`src/rtl/tport_pkg.sv`:
```
package tport_pkg;

  typedef enum logic [3:0] {
    ST_IDLE,
    ST_A_SET,
    ST_A_HI,
    ST_A_LO,
    ST_D_SET,
    ST_D_HI,
    ST_D_LO,
    ST_SETTLE,
    ST_CLR_HI,
    ST_CLR_LO,
    ST_ERR
  } tp_state_e;

  typedef enum logic [1:0] {
    TP_OP_READ  = 2'd0,
    TP_OP_WRITE = 2'd1,
    TP_OP_CLEAR = 2'd2
  } tp_op_e;

endpackage

```
`src/rtl/tport_range_check.sv`:
```
module tport_range_check
  import tport_pkg::*;
#(
  parameter int REQ_W = 16,
  parameter int PW    = 8
) (
  input  tp_op_e           op,
  input  logic [REQ_W-1:0] addr,
  input  logic [REQ_W-1:0] wdata,
  output logic             bad
);

  localparam logic [REQ_W-1:0] LIMIT = REQ_W'((64'd1 << PW) - 64'd1);

  logic addr_over;
  logic data_over;

  assign addr_over = (addr > LIMIT);
  assign data_over = (wdata > LIMIT);

  // clear never refused; read ignores the data field
  assign bad = (op != TP_OP_CLEAR) &&
               (addr_over || ((op == TP_OP_WRITE) && data_over));

endmodule

```
`src/rtl/tport_phase_timer.sv`:
```
module tport_phase_timer #(
  parameter int CW = 16
) (
  input  logic          clk,
  input  logic          rst_n,
  input  logic          restart,
  input  logic [CW-1:0] limit,
  output logic          expire
);

  logic [CW-1:0] cnt;
  logic [CW-1:0] last;

  // a zero limit behaves as a one-cycle interval
  assign last   = (limit == '0) ? '0 : limit - 1'b1;
  assign expire = (cnt >= last);

  always_ff @(posedge clk or negedge rst_n) begin
    if (!rst_n) begin
      cnt <= '0;
    end else if (restart) begin
      cnt <= '0;
    end else if (!expire) begin
      cnt <= cnt + 1'b1;
    end
  end

endmodule

```
`src/rtl/tport_seq_fsm.sv`:
```
module tport_seq_fsm
  import tport_pkg::*;
#(
  parameter int PW = 8,
  parameter int CW = 16
) (
  input  logic          clk,
  input  logic          rst_n,
  input  logic          start,
  input  tp_op_e        start_op,
  input  logic          start_bad,
  input  logic [PW-1:0] start_addr,
  input  logic [PW-1:0] start_data,
  input  logic [CW-1:0] phase_cycles,
  input  logic [CW-1:0] settle_cycles,
  input  logic [PW-1:0] tst_dout,
  output logic          busy,
  output logic          tst_clk,
  output logic          tst_en,
  output logic          tst_clr,
  output logic [PW-1:0] tst_din,
  output logic          rsp_valid,
  output logic [PW-1:0] rsp_rdata,
  output logic          rsp_err
);

  tp_state_e     state, state_nx;
  logic [PW-1:0] addr_q, data_q;
  logic          wr_q;
  logic          step;
  logic          expire;
  logic          finish;
  logic [CW-1:0] tlimit;

  assign tlimit = (state == ST_SETTLE) ? settle_cycles : phase_cycles;

  tport_phase_timer #(.CW(CW)) u_timer (
    .clk     (clk),
    .rst_n   (rst_n),
    .restart (step || (state == ST_IDLE)),
    .limit   (tlimit),
    .expire  (expire)
  );

  always_comb begin
    case (state)
      ST_IDLE: step = start;
      ST_ERR:  step = 1'b1;
      default: step = expire;
    endcase
  end

  always_comb begin
    state_nx = state;
    case (state)
      ST_IDLE: begin
        if (start_bad)                    state_nx = ST_ERR;
        else if (start_op == TP_OP_CLEAR) state_nx = ST_CLR_HI;
        else                              state_nx = ST_A_SET;
      end
      ST_A_SET:  state_nx = ST_A_HI;
      ST_A_HI:   state_nx = ST_A_LO;
      ST_A_LO:   state_nx = wr_q ? ST_D_SET : ST_SETTLE;
      ST_D_SET:  state_nx = ST_D_HI;
      ST_D_HI:   state_nx = ST_D_LO;
      ST_D_LO:   state_nx = ST_IDLE;
      ST_SETTLE: state_nx = ST_IDLE;
      ST_CLR_HI: state_nx = ST_CLR_LO;
      ST_CLR_LO: state_nx = ST_IDLE;
      ST_ERR:    state_nx = ST_IDLE;
      default:   state_nx = ST_IDLE;
    endcase
  end

  assign finish = step && (state != ST_IDLE) && (state_nx == ST_IDLE);

  always_ff @(posedge clk or negedge rst_n) begin
    if (!rst_n) begin
      state     <= ST_IDLE;
      addr_q    <= '0;
      data_q    <= '0;
      wr_q      <= 1'b0;
      rsp_valid <= 1'b0;
      rsp_rdata <= '0;
      rsp_err   <= 1'b0;
    end else begin
      if (step) state <= state_nx;
      if (start && (state == ST_IDLE)) begin
        addr_q <= start_addr;
        data_q <= start_data;
        wr_q   <= (start_op == TP_OP_WRITE);
      end
      rsp_valid <= finish;
      if (finish) begin
        rsp_err   <= (state == ST_ERR);
        rsp_rdata <= (state == ST_SETTLE) ? tst_dout : '0;
      end
    end
  end

  assign busy    = (state != ST_IDLE);
  assign tst_clk = (state == ST_A_HI) || (state == ST_D_HI);
  assign tst_en  = (state == ST_A_SET) || (state == ST_A_HI) || (state == ST_A_LO);
  assign tst_clr = (state == ST_CLR_HI);

  always_comb begin
    case (state)
      ST_A_SET, ST_A_HI, ST_A_LO, ST_SETTLE: tst_din = addr_q;
      ST_D_SET, ST_D_HI, ST_D_LO:            tst_din = data_q;
      default:                               tst_din = '0;
    endcase
  end

  // an accepted request makes the block busy on the next cycle
  a_r2_busy_after_accept: assert property (@(posedge clk) disable iff (!rst_n)
    (start && !busy) |=> busy);

  // bus held across the rising edge of the test clock
  a_r5_din_setup: assert property (@(posedge clk) disable iff (!rst_n)
    $rose(tst_clk) |-> $stable(tst_din));

  // bus held until the test clock falls again
  a_r5_din_hold: assert property (@(posedge clk) disable iff (!rst_n)
    $fell(tst_clk) |-> $stable(tst_din));

  // clear pulse never overlaps a clock or enable strobe
  a_r7_clr_alone: assert property (@(posedge clk) disable iff (!rst_n)
    tst_clr |-> (!tst_clk && !tst_en));

  // completion strobe lasts a single cycle
  a_r9_rsp_single: assert property (@(posedge clk) disable iff (!rst_n)
    rsp_valid |=> !rsp_valid);

  // a refused request ends with the port idle
  a_r8_err_port_idle: assert property (@(posedge clk) disable iff (!rst_n)
    (rsp_valid && rsp_err) |-> (!tst_clk && !tst_en && !tst_clr));

endmodule

```
`src/rtl/phy_tport_seq.sv`:
```
module phy_tport_seq
  import tport_pkg::*;
#(
  parameter int REQ_W = 16,
  parameter int PW    = 8,
  parameter int CW    = 16
) (
  input  logic             clk,
  input  logic             rst_n,
  input  logic [CW-1:0]    cfg_phase_cycles,
  input  logic [CW-1:0]    cfg_settle_cycles,
  input  logic             req_valid,
  output logic             req_ready,
  input  logic             req_clear,
  input  logic             req_write,
  input  logic [REQ_W-1:0] req_addr,
  input  logic [REQ_W-1:0] req_wdata,
  output logic             rsp_valid,
  output logic [PW-1:0]    rsp_rdata,
  output logic             rsp_err,
  output logic             tst_clk,
  output logic             tst_en,
  output logic             tst_clr,
  output logic [PW-1:0]    tst_din,
  input  logic [PW-1:0]    tst_dout
);

  tp_op_e op;
  logic   bad;
  logic   busy;
  logic   accept;

  assign op = req_clear ? TP_OP_CLEAR : (req_write ? TP_OP_WRITE : TP_OP_READ);

  assign req_ready = !busy;
  assign accept    = req_valid && req_ready;

  tport_range_check #(.REQ_W(REQ_W), .PW(PW)) u_range (
    .op    (op),
    .addr  (req_addr),
    .wdata (req_wdata),
    .bad   (bad)
  );

  tport_seq_fsm #(.PW(PW), .CW(CW)) u_fsm (
    .clk           (clk),
    .rst_n         (rst_n),
    .start         (accept),
    .start_op      (op),
    .start_bad     (bad),
    .start_addr    (req_addr[PW-1:0]),
    .start_data    (req_wdata[PW-1:0]),
    .phase_cycles  (cfg_phase_cycles),
    .settle_cycles (cfg_settle_cycles),
    .tst_dout      (tst_dout),
    .busy          (busy),
    .tst_clk       (tst_clk),
    .tst_en        (tst_en),
    .tst_clr       (tst_clr),
    .tst_din       (tst_din),
    .rsp_valid     (rsp_valid),
    .rsp_rdata     (rsp_rdata),
    .rsp_err       (rsp_err)
  );

  // requests offered while busy are not taken
  a_r2_hold_off: assert property (@(posedge clk) disable iff (!rst_n)
    (req_valid && !req_ready) |=> (!req_ready || rsp_valid));

endmodule

```
`config.mk`:
```
export PLATFORM = sky130hd
export DESIGN_NAME = phy_tport_seq
export DESIGN_NICKNAME = d
export VERILOG_FILES = /design/src/rtl/tport_pkg.sv /design/src/rtl/tport_range_check.sv /design/src/rtl/tport_phase_timer.sv /design/src/rtl/tport_seq_fsm.sv /design/src/rtl/phy_tport_seq.sv
export SDC_FILE = /design/constraint.sdc
export NUM_CORES = 1
export LEC_CHECK = 0
export CAP_MARGIN = 20
export CORE_ASPECT_RATIO = 1.5
export CORE_MARGIN = 5
export CORE_UTILIZATION = 52
export CTS_CLUSTER_DIAMETER = 60
export DETAILED_ROUTE_END_ITERATION = 16
export PLACE_DENSITY = 0.87
export SLEW_MARGIN = 20
export SYNTH_ARGS = -nofsm -noshare
export SYNTH_HDL_FRONTEND = slang
export SYNTH_SLANG_ARGS = --single-unit
```
`constraint.sdc`:
```
create_clock -name clk -period 7.25 [get_ports clk]
set_input_delay 1.45 -clock clk [delete_from_list [all_inputs] [get_ports clk]]
set_output_delay 1.45 -clock clk [all_outputs]
set_load 0.05 [all_outputs]
```
==> run_summary.xml, run 1 <==
<?xml version="1.0" encoding="UTF-8"?>
<metrics>
  <group name="drt">
    <metric name="drt-initial-drc-count" unit="">151</metric>
    <metric name="dr_total_vias" unit="">3074</metric>
    <metric name="drt-pass1-iter-count" unit="">4</metric>
    <metric name="route.detailed.wl_per_inst" unit="um">16.0</metric>
    <metric name="total_detailed_routing_wirelength" unit="mm">8.51</metric>
    <metric name="detail_route.vias_per_cell" unit="">5.78</metric>
    <metric name="drc_errors" unit="">0</metric>
    <metric name="ant_nets" unit="">0</metric>
  </group>
  <group name="cts">
    <metric name="clkSinkCount" unit="">47</metric>
    <metric name="clock_latency_on_the_worst_skew_pair" unit="ns">0.30</metric>
    <metric name="post_cts_resized" unit="">0</metric>
    <metric name="maximum_level_of_the_cts_h_tree" unit="">2</metric>
    <metric name="cts_inserted_buffers" unit="">5</metric>
    <metric name="clkSlewWorstSetupHoldPaths" unit="ns">0.09</metric>
    <metric name="clock-root-buffer" unit="">sky130_fd_sc_hd__clkbuf_8</metric>
    <metric name="post-cts-setup-buffer-count" unit="">0</metric>
    <metric name="cts_buffer_depth" unit="">2</metric>
    <metric name="cts_hold_repair.buffers" unit="">0</metric>
    <metric name="tritoncts_clock_tree" unit="">done</metric>
  </group>
  <group name="timing">
    <metric name="grt_setup_unrepaired" unit="">false</metric>
    <metric name="drv_slew" unit="">0</metric>
    <metric name="hold_viol" unit="">0</metric>
    <metric name="final.setup_skew" unit="ns">0.00589</metric>
    <metric name="finalSetupViolCount" unit="">0</metric>
    <metric name="final.period_utilization" unit="%">77.0</metric>
    <metric name="max_freq" unit="MHz">179</metric>
    <metric name="max_slew.worst_pin.slew" unit="ns">0.683</metric>
    <metric name="setup_ws" unit="ns">1.67</metric>
    <metric name="tns" unit="ns">0</metric>
    <metric name="timing.final.crit_period" unit="ns">5.58</metric>
    <metric name="slew_headroom" unit="%">54.3</metric>
  </group>
  <group name="grt">
    <metric name="first_global_vias" unit="">3068</metric>
    <metric name="grt_use_met1" unit="%">24.9</metric>
    <metric name="antenna_found_initial" unit="">0</metric>
    <metric name="grt.total_usage" unit="%">21.4</metric>
    <metric name="grt-ovfl-total" unit="">0</metric>
    <metric name="grt_util_met2" unit="%">38.5</metric>
    <metric name="grt-busiest-layer" unit="">met2</metric>
    <metric name="grt_first_pass_wirelength" unit="mm">13.7</metric>
    <metric name="pin_count_of_the_biggest_net_entering_global_routing" unit="">48</metric>
    <metric name="grt_util_met3" unit="%">3.55</metric>
  </group>
  <group name="cells_and_area">
    <metric name="antenna_cells" unit="">0</metric>
    <metric name="post_route_cells_drive_above_1_share" unit="%">7.42</metric>
    <metric name="area_growth_syn_to_layout" unit="%">33.2</metric>
    <metric name="layout.cells.non_filler" unit="">532</metric>
    <metric name="design.final.nets" unit="">553</metric>
    <metric name="nFillCells" unit="">471</metric>
    <metric name="seq_area" unit="um^2">1180</metric>
    <metric name="multi_input_area" unit="um^2">2030</metric>
    <metric name="layout.cell_area.non_filler" unit="um^2">4420</metric>
  </group>
  <group name="logic_synthesis">
    <metric name="synthesis.yosys.warnings" unit="">0</metric>
    <metric name="syn_inst" unit="">368</metric>
    <metric name="synth.yosys.seq_area_share" unit="%">35.5</metric>
    <metric name="postSynthAreaPerCell" unit="um^2">9.01</metric>
    <metric name="ys.flop_type" unit="">sky130_fd_sc_hd__dfrtp_1</metric>
    <metric name="synth_async_sr_flop_share" unit="%">100</metric>
    <metric name="synth_enable_flop_cells" unit="">0</metric>
    <metric name="syn-cell-area" unit="um^2">3320</metric>
    <metric name="yosysUniqueCellTypes" unit="">52</metric>
    <metric name="synth_seq_cells" unit="">47</metric>
    <metric name="synth_nets" unit="">464</metric>
  </group>
  <group name="worst_setup_path">
    <metric name="timing.critical_path.max_delay_family" unit="">simple AND/OR/NAND/NOR gates</metric>
    <metric name="timing.critical_path.cells" unit="">clkdlybuf4s50_1 -&gt; nor4_1 -&gt; nand2_1 -&gt; a21boi_0 -&gt; nor3b_1 -&gt; xnor2_1 -&gt; nand2_1 -&gt; ha_1 -&gt; nand4_1 -&gt; or3_1 -&gt; or4_4 -&gt; a41oi_2 -&gt; nor2_1 -&gt; mux2_4</metric>
    <metric name="cp-end-kind" unit="">register</metric>
    <metric name="cp_num_buf_inv" unit="">1</metric>
    <metric name="worst-setup-path-type" unit="">in -&gt; reg</metric>
    <metric name="worst_path_most_repeated_cell" unit="">sky130_fd_sc_hd__nand2_1</metric>
    <metric name="worst-path-max-fanout" unit="">12</metric>
    <metric name="crit_path_start_kind" unit="">input pin</metric>
    <metric name="max_stage_delay" unit="ns">0.51</metric>
    <metric name="critPathRequiredTime" unit="ns">7.44</metric>
    <metric name="cp_slowest_cell" unit="">sky130_fd_sc_hd__a41oi_2</metric>
    <metric name="cp_data_arrival_time" unit="ns">5.77</metric>
  </group>
  <group name="floorplan">
    <metric name="row_count" unit="">35</metric>
    <metric name="die_w" unit="um">75.2</metric>
    <metric name="dieArea" unit="um^2">8110</metric>
    <metric name="chipHeight" unit="um">108</metric>
    <metric name="pin_count" unit="">99</metric>
    <metric name="core_area" unit="um^2">6170</metric>
    <metric name="floorplan.initialDensity" unit="%">53.7</metric>
  </group>
  <group name="placed_design">
    <metric name="routabilityCongestion" unit="">0.873</metric>
    <metric name="pre_cts_ws" unit="ns">1.35</metric>
    <metric name="detailed_place.area" unit="um^2">4290</metric>
    <metric name="placement.io_buffers" unit="">98</metric>
    <metric name="place.detailed.instances" unit="">524</metric>
    <metric name="place_hpwl" unit="mm">6.67</metric>
  </group>
  <group name="pwr">
    <metric name="peakVddDrop" unit="mV">0.297</metric>
    <metric name="p_leak" unit="nW">1.86</metric>
    <metric name="power.density_cell_area" unit="nW/um^2">353</metric>
    <metric name="total_power" unit="W">0.00156</metric>
  </group>
  <group name="flow_run">
    <metric name="max_cap_viol_count" unit="">0</metric>
  </group>
  <group name="worst_hold_path">
    <metric name="min_path_type" unit="">reg -&gt; reg</metric>
  </group>
  <group name="status">
    <metric name="status" unit="">finished, final reports clean</metric>
  </group>
</metrics>
==> per-layer routing <==
metal,vias up,share of wire (%),wire [um]
met1,1458,38,3260
li1,1498,-,-
met2,102,53,4520
met5,-,0,0
met4,0,2.2,185
met3,16,6.5,550
==> flip-flops by register name (all words and copies together) (netlist names) <==
name / flops
u_fsm.addr_q: 8
u_fsm.wr_q: 1
u_fsm.data_q: 8
u_fsm.u_timer.cnt: 16
u_fsm.rsp_valid: 1
u_fsm.state: 4
u_fsm.rsp_err: 1
u_fsm.rsp_rdata: 8
==> cell families (layout without fill, tap and decap cells) <==
logic type	count (synthesis)	count (layout)	share of synthesized area (%)
simple gates	164	164	24.3
compound gates	58	58	12.1
flops	47	47	35.5
mux	32	32	10.5
xor+xnor	27	27	7.13
buf+inv	21	111	3.43
fa+ha+maj	19	19	7.17
==> placed cells by master (no fill, tap or decap), types with 11 or more instances in the layout <==
| master | count |
|---|---|
| sky130_fd_sc_hd__clkdlybuf4s50_1 | 97 |
| sky130_fd_sc_hd__a21oi_1 | 16 |
| sky130_fd_sc_hd__nor2_1 | 52 |
| sky130_fd_sc_hd__ha_1 | 19 |
| sky130_fd_sc_hd__nand3_1 | 12 |
| sky130_fd_sc_hd__nor4_1 | 11 |
| sky130_fd_sc_hd__dfrtp_1 | 47 |
| sky130_fd_sc_hd__mux2i_1 | 14 |
| sky130_fd_sc_hd__nand2_1 | 38 |
| sky130_fd_sc_hd__xnor2_1 | 15 |
| sky130_fd_sc_hd__o21ai_0 | 15 |
| sky130_fd_sc_hd__mux2_2 | 17 |
| sky130_fd_sc_hd__xor2_1 | 12 |
| sky130_fd_sc_hd__nor3_1 | 17 |
==> worst paths after layout <==
check / startpoint / depth (start not counted) / to / slack (ns)
max: cfg_phase_cycles[5] / 14 / u_fsm.state[0] / 1.67
min: u_fsm.rsp_err / 1 / u_fsm.rsp_err / 0.49
max reg2reg: u_fsm.state[2] / 15 / u_fsm.state[0] / 1.94
min reg2reg: u_fsm.rsp_err / 1 / u_fsm.rsp_err / 0.49
max in group asynchronous: rst_n / 1 / u_fsm.state[0] / 5.70
min in group asynchronous: rst_n / 1 / u_fsm.u_timer.cnt[6] / 1.14
==> cell usage after synthesis (all sizes together) (4+ instances only) <==
library cell | number | area share (%)
a32o | 8 | 2.4
inv | 4 | 0.45
nor3 | 18 | 3.1
mux2i | 14 | 4.2
nor4 | 12 | 2.5
nor2 | 52 | 5.9
xnor2 | 15 | 4.0
ha | 19 | 7.2
buf | 12 | 2.4
clkbuf | 5 | 0.57
nor2b | 4 | 0.75
nand3 | 12 | 1.8
xor2 | 12 | 3.2
a21oi | 16 | 2.4
o21ai | 16 | 2.5
or3 | 4 | 0.75
nand2b | 4 | 0.75
dfrtp | 47 | 35
mux2 | 18 | 6.2
nand2 | 38 | 4.3
nand4 | 5 | 0.94
==> power breakdown <==
part	internal (W)	switching [W]
registers	0.000356	0.0000927
clock network	0.000113	0.0000888
logic	0.000361	0.000546
==> per-stage QoR <==
step	util [%]	hold slack, ns
floorplan	-	0.468
global placement	69.5	0.475
detailed placement	69.5	0.481
CTS	71.5	0.502
global route	71.5	0.520
finish	71.5	0.493
==> layout make-up <==
class / count / area share (%)
repair buffers: 99 / 22.3
inverters: 4 / 0.340
flip-flops and latches: 47 / 26.6
clock inverters: 2 / 0.878
clock buffers: 6 / 1.87
well taps: 74 / 2.10
multi-input cells: 300 / 45.9
No activity file was read; power rests on OpenSTA's default activity.
==> run 2, diff against run 1 <==
Settings changed: CORE_UTILIZATION 52 to 48, PLACE_DENSITY 0.87 to 0.81.
Clock period 7.25 ns to 5.2 ns, I/O delays scaled along.
==> run 2 against run 1 <==
Compared with the run above: die area is 7.4% higher; power is 41% higher; critical path depth rose by 1; count of clock-buffer cells in the layout stayed put; critical endpoint is now u_fsm.state[3].
==> run_summary.xml, run 2 (synthesis gave the netlist of run 1 again) <==
<?xml version="1.0" encoding="UTF-8"?>
<metrics>
  <group name="timing">
    <metric name="tns" unit="ns">0</metric>
    <metric name="slew_headroom" unit="%">53.2</metric>
    <metric name="max_freq" unit="MHz">211</metric>
    <metric name="setup_ws" unit="ns">0.462</metric>
    <metric name="hold_viol" unit="">0</metric>
    <metric name="grt_setup_unrepaired" unit="">false</metric>
    <metric name="finalSetupViolCount" unit="">0</metric>
    <metric name="drv_slew" unit="">0</metric>
    <metric name="max_slew.worst_pin.slew" unit="ns">0.701</metric>
    <metric name="final.period_utilization" unit="%">91.1</metric>
    <metric name="final.setup_skew" unit="ns">0.0150</metric>
    <metric name="timing.final.crit_period" unit="ns">4.74</metric>
  </group>
  <group name="placed_design">
    <metric name="routabilityCongestion" unit="">0.890</metric>
    <metric name="place_hpwl" unit="mm">6.73</metric>
    <metric name="placement.io_buffers" unit="">98</metric>
    <metric name="pre_cts_ws" unit="ns">0.0840</metric>
  </group>
  <group name="cells_and_area">
    <metric name="seq_area" unit="um^2">1180</metric>
    <metric name="antenna_cells" unit="">0</metric>
    <metric name="multi_input_area" unit="um^2">2030</metric>
    <metric name="largest_reg_flops" unit="">16</metric>
    <metric name="regMostFlops" unit="">u_fsm.u_timer.cnt</metric>
    <metric name="post_route_cells_drive_above_1_share" unit="%">9.03</metric>
    <metric name="area_growth_syn_to_layout" unit="%">34.9</metric>
    <metric name="nFillCells" unit="">561</metric>
    <metric name="most-common-layout-cells" unit="">97 x sky130_fd_sc_hd__clkdlybuf4s50_1, 52 x sky130_fd_sc_hd__nor2_1, 47 x sky130_fd_sc_hd__dfrtp_1, 38 x sky130_fd_sc_hd__nand2_1, 19 x sky130_fd_sc_hd__ha_1</metric>
    <metric name="final_common_cell" unit="">sky130_fd_sc_hd__clkdlybuf4s50_1</metric>
    <metric name="design.final.nets" unit="">560</metric>
  </group>
  <group name="worst_hold_path">
    <metric name="min_path_type" unit="">reg -&gt; reg</metric>
    <metric name="whs_path_depth" unit="">1</metric>
    <metric name="hold_start" unit="">u_fsm.rsp_err</metric>
    <metric name="timing.hold.worst_endpoint" unit="">u_fsm.rsp_err</metric>
  </group>
  <group name="worst_setup_path">
    <metric name="critPathRequiredTime" unit="ns">5.41</metric>
    <metric name="cp-end-kind" unit="">register</metric>
    <metric name="timing.critical_path.max_delay_family" unit="">simple AND/OR/NAND/NOR gates</metric>
    <metric name="worstReg2RegStart" unit="">u_fsm.state[1]</metric>
    <metric name="reg2regPathDepth" unit="">14</metric>
    <metric name="cp_slowest_cell" unit="">sky130_fd_sc_hd__or4_4</metric>
    <metric name="worst_r2r_endpoint" unit="">u_fsm.u_timer.cnt[3]</metric>
    <metric name="cp_num_buf_inv" unit="">2</metric>
    <metric name="setup.reg_to_reg.worst_slack" unit="ns">0.56</metric>
    <metric name="crit_start" unit="">cfg_settle_cycles[3]</metric>
    <metric name="worst-setup-path-type" unit="">in -&gt; reg</metric>
    <metric name="crit_path_start_kind" unit="">input pin</metric>
    <metric name="worst-path-max-fanout" unit="">11</metric>
    <metric name="worst_path_most_repeated_cell" unit="">sky130_fd_sc_hd__nand2_1</metric>
    <metric name="max_stage_delay" unit="ns">0.50</metric>
    <metric name="timing.critical_path.cells" unit="">clkdlybuf4s50_1 -&gt; nor4_1 -&gt; nand2_1 -&gt; a21boi_0 -&gt; nor3b_1 -&gt; xnor2_1 -&gt; nand2_1 -&gt; ha_1 -&gt; nand4_1 -&gt; or3_1 -&gt; or4_4 -&gt; a41oi_2 -&gt; buf_4 -&gt; o22ai_1 -&gt; a22o_1</metric>
    <metric name="cp_data_arrival_time" unit="ns">4.95</metric>
  </group>
  <group name="grt">
    <metric name="pin_count_of_the_biggest_net_entering_global_routing" unit="">48</metric>
    <metric name="grt_first_pass_wirelength" unit="mm">13.8</metric>
    <metric name="antenna_found_initial" unit="">0</metric>
    <metric name="grt-ovfl-total" unit="">0</metric>
    <metric name="grt.total_usage" unit="%">19.2</metric>
    <metric name="first_global_vias" unit="">3096</metric>
  </group>
  <group name="cts">
    <metric name="maximum_level_of_the_cts_h_tree" unit="">2</metric>
    <metric name="cts_inserted_buffers" unit="">5</metric>
    <metric name="tritoncts_clock_tree" unit="">done</metric>
    <metric name="clock_latency_on_the_worst_skew_pair" unit="ns">0.32</metric>
    <metric name="cts_buffer_depth" unit="">2</metric>
    <metric name="clkSlewWorstSetupHoldPaths" unit="ns">0.09</metric>
    <metric name="clkSinkCount" unit="">47</metric>
    <metric name="clock-root-buffer" unit="">sky130_fd_sc_hd__clkbuf_8</metric>
  </group>
  <group name="drt">
    <metric name="route.layer.met1.wl" unit="mm">3.37</metric>
    <metric name="drc_errors" unit="">0</metric>
    <metric name="total_detailed_routing_wirelength" unit="mm">8.51</metric>
    <metric name="ant_nets" unit="">0</metric>
    <metric name="drt-initial-drc-count" unit="">98</metric>
    <metric name="drt-pass1-iter-count" unit="">4</metric>
    <metric name="route.detailed.wl_per_inst" unit="um">15.7</metric>
    <metric name="dr_total_vias" unit="">3080</metric>
    <metric name="highest_layer" unit="">met4</metric>
    <metric name="detail_route.vias_per_cell" unit="">5.67</metric>
    <metric name="wire_length_on_met3" unit="um">413</metric>
    <metric name="met2_routed_wirelength" unit="mm">4.49</metric>
  </group>
  <group name="floorplan">
    <metric name="floorplan.initialDensity" unit="%">48.7</metric>
    <metric name="die_w" unit="um">77.9</metric>
    <metric name="row_count" unit="">37</metric>
    <metric name="dieArea" unit="um^2">8700</metric>
    <metric name="core_area" unit="um^2">6810</metric>
    <metric name="chipHeight" unit="um">112</metric>
    <metric name="pin_count" unit="">99</metric>
  </group>
  <group name="pwr">
    <metric name="p_leak" unit="nW">1.89</metric>
    <metric name="peakVddDrop" unit="mV">0.475</metric>
    <metric name="power.density_cell_area" unit="nW/um^2">492</metric>
  </group>
  <group name="status">
    <metric name="status" unit="">finished, final reports clean</metric>
  </group>
  <group name="flow_run">
    <metric name="max_cap_viol_count" unit="">0</metric>
  </group>
</metrics>
## run 2: cell types whose count changed in the layout (fill, tap and decap cells not counted)
cell	delta
sky130_fd_sc_hd__or2_1	-1
sky130_fd_sc_hd__buf_4	+7
sky130_fd_sc_hd__or2_2	+1
## run 2: per-stage QoR
stage	std cells	hold WS [ns]	utilization, %	area [um^2]	power (W)
2_1_floorplan	368	0.468	-	3320	0.00151
3_3_place_gp	535	0.465	63.9	4350	0.00189
3_5_place_dp	535	0.470	63.9	4350	0.00193
4_1_cts	543	0.493	65.7	4470	0.00222
5_1_grt	543	0.512	65.7	4470	0.00234
6_report	543	0.488	65.7	4470	0.00220
## run 2: layout make-up
| class | instances | share of cell area, % |
|---|---|---|
| Sequential cell | 47 | 26.3 |
| Timing Repair Buffer | 106 | 23.2 |
| Tap cell | 78 | 2.18 |
| Inverter | 4 | 0.336 |
| Multi-Input combinational cell | 300 | 45.3 |
| Clock buffer | 6 | 1.85 |
| Clock inverter | 2 | 0.867 |
## run 2: layer usage
metal | up-vias | global-route usage [%]
li1 | 1514 | -
met1 | 1449 | 21.4
met2 | 95 | 34.8
met5 | - | 0
met4 | 0 | 8.03
met3 | 22 | 3.80
## run 2: worst register-to-register path, cell delays in order (launching register included)
cell and delay (ns):
sky130_fd_sc_hd__dfrtp_1 0.58, sky130_fd_sc_hd__and4b_1 0.45, sky130_fd_sc_hd__buf_4 0.36, sky130_fd_sc_hd__nand2_1 0.14, sky130_fd_sc_hd__o41a_1 0.37, sky130_fd_sc_hd__or3_1 0.49
sky130_fd_sc_hd__and2_1 0.21, sky130_fd_sc_hd__ha_1 0.26, sky130_fd_sc_hd__nand2b_1 0.14, sky130_fd_sc_hd__a2111oi_0 0.51, sky130_fd_sc_hd__buf_4 0.20, sky130_fd_sc_hd__or4_4 0.12
sky130_fd_sc_hd__nand4_1 0.14, sky130_fd_sc_hd__or2_2 0.46, sky130_fd_sc_hd__nor2_1 0.16
## run 2: worst max-delay path by stage
stage,cells past startpoint,end,slack [ns]
finish,15,u_fsm.state[3],0.46
global route,15,u_fsm.state[3],0.11
CTS,14,u_fsm.u_timer.cnt[3],0.39
detailed placement,14,u_fsm.u_timer.cnt[3],0.08
global placement,14,u_fsm.u_timer.cnt[0],0.10
floorplan,18,u_fsm.state[0],0.49
## run 2: power breakdown
group	switching (W)	internal (W)	total [W]
clock network	0.000130	0.000158	0.000288
registers	0.000102	0.000497	0.000599
logic	0.000789	0.000526	0.00132
total	0.00102	0.00118	0.00220
## run 2: timing repair
action | CTS | global route
resized for setup | 0 | 1
buffers inserted | 0 | 0
setup endpoints to repair | 0 | 1
hold buffers | 0 | 0
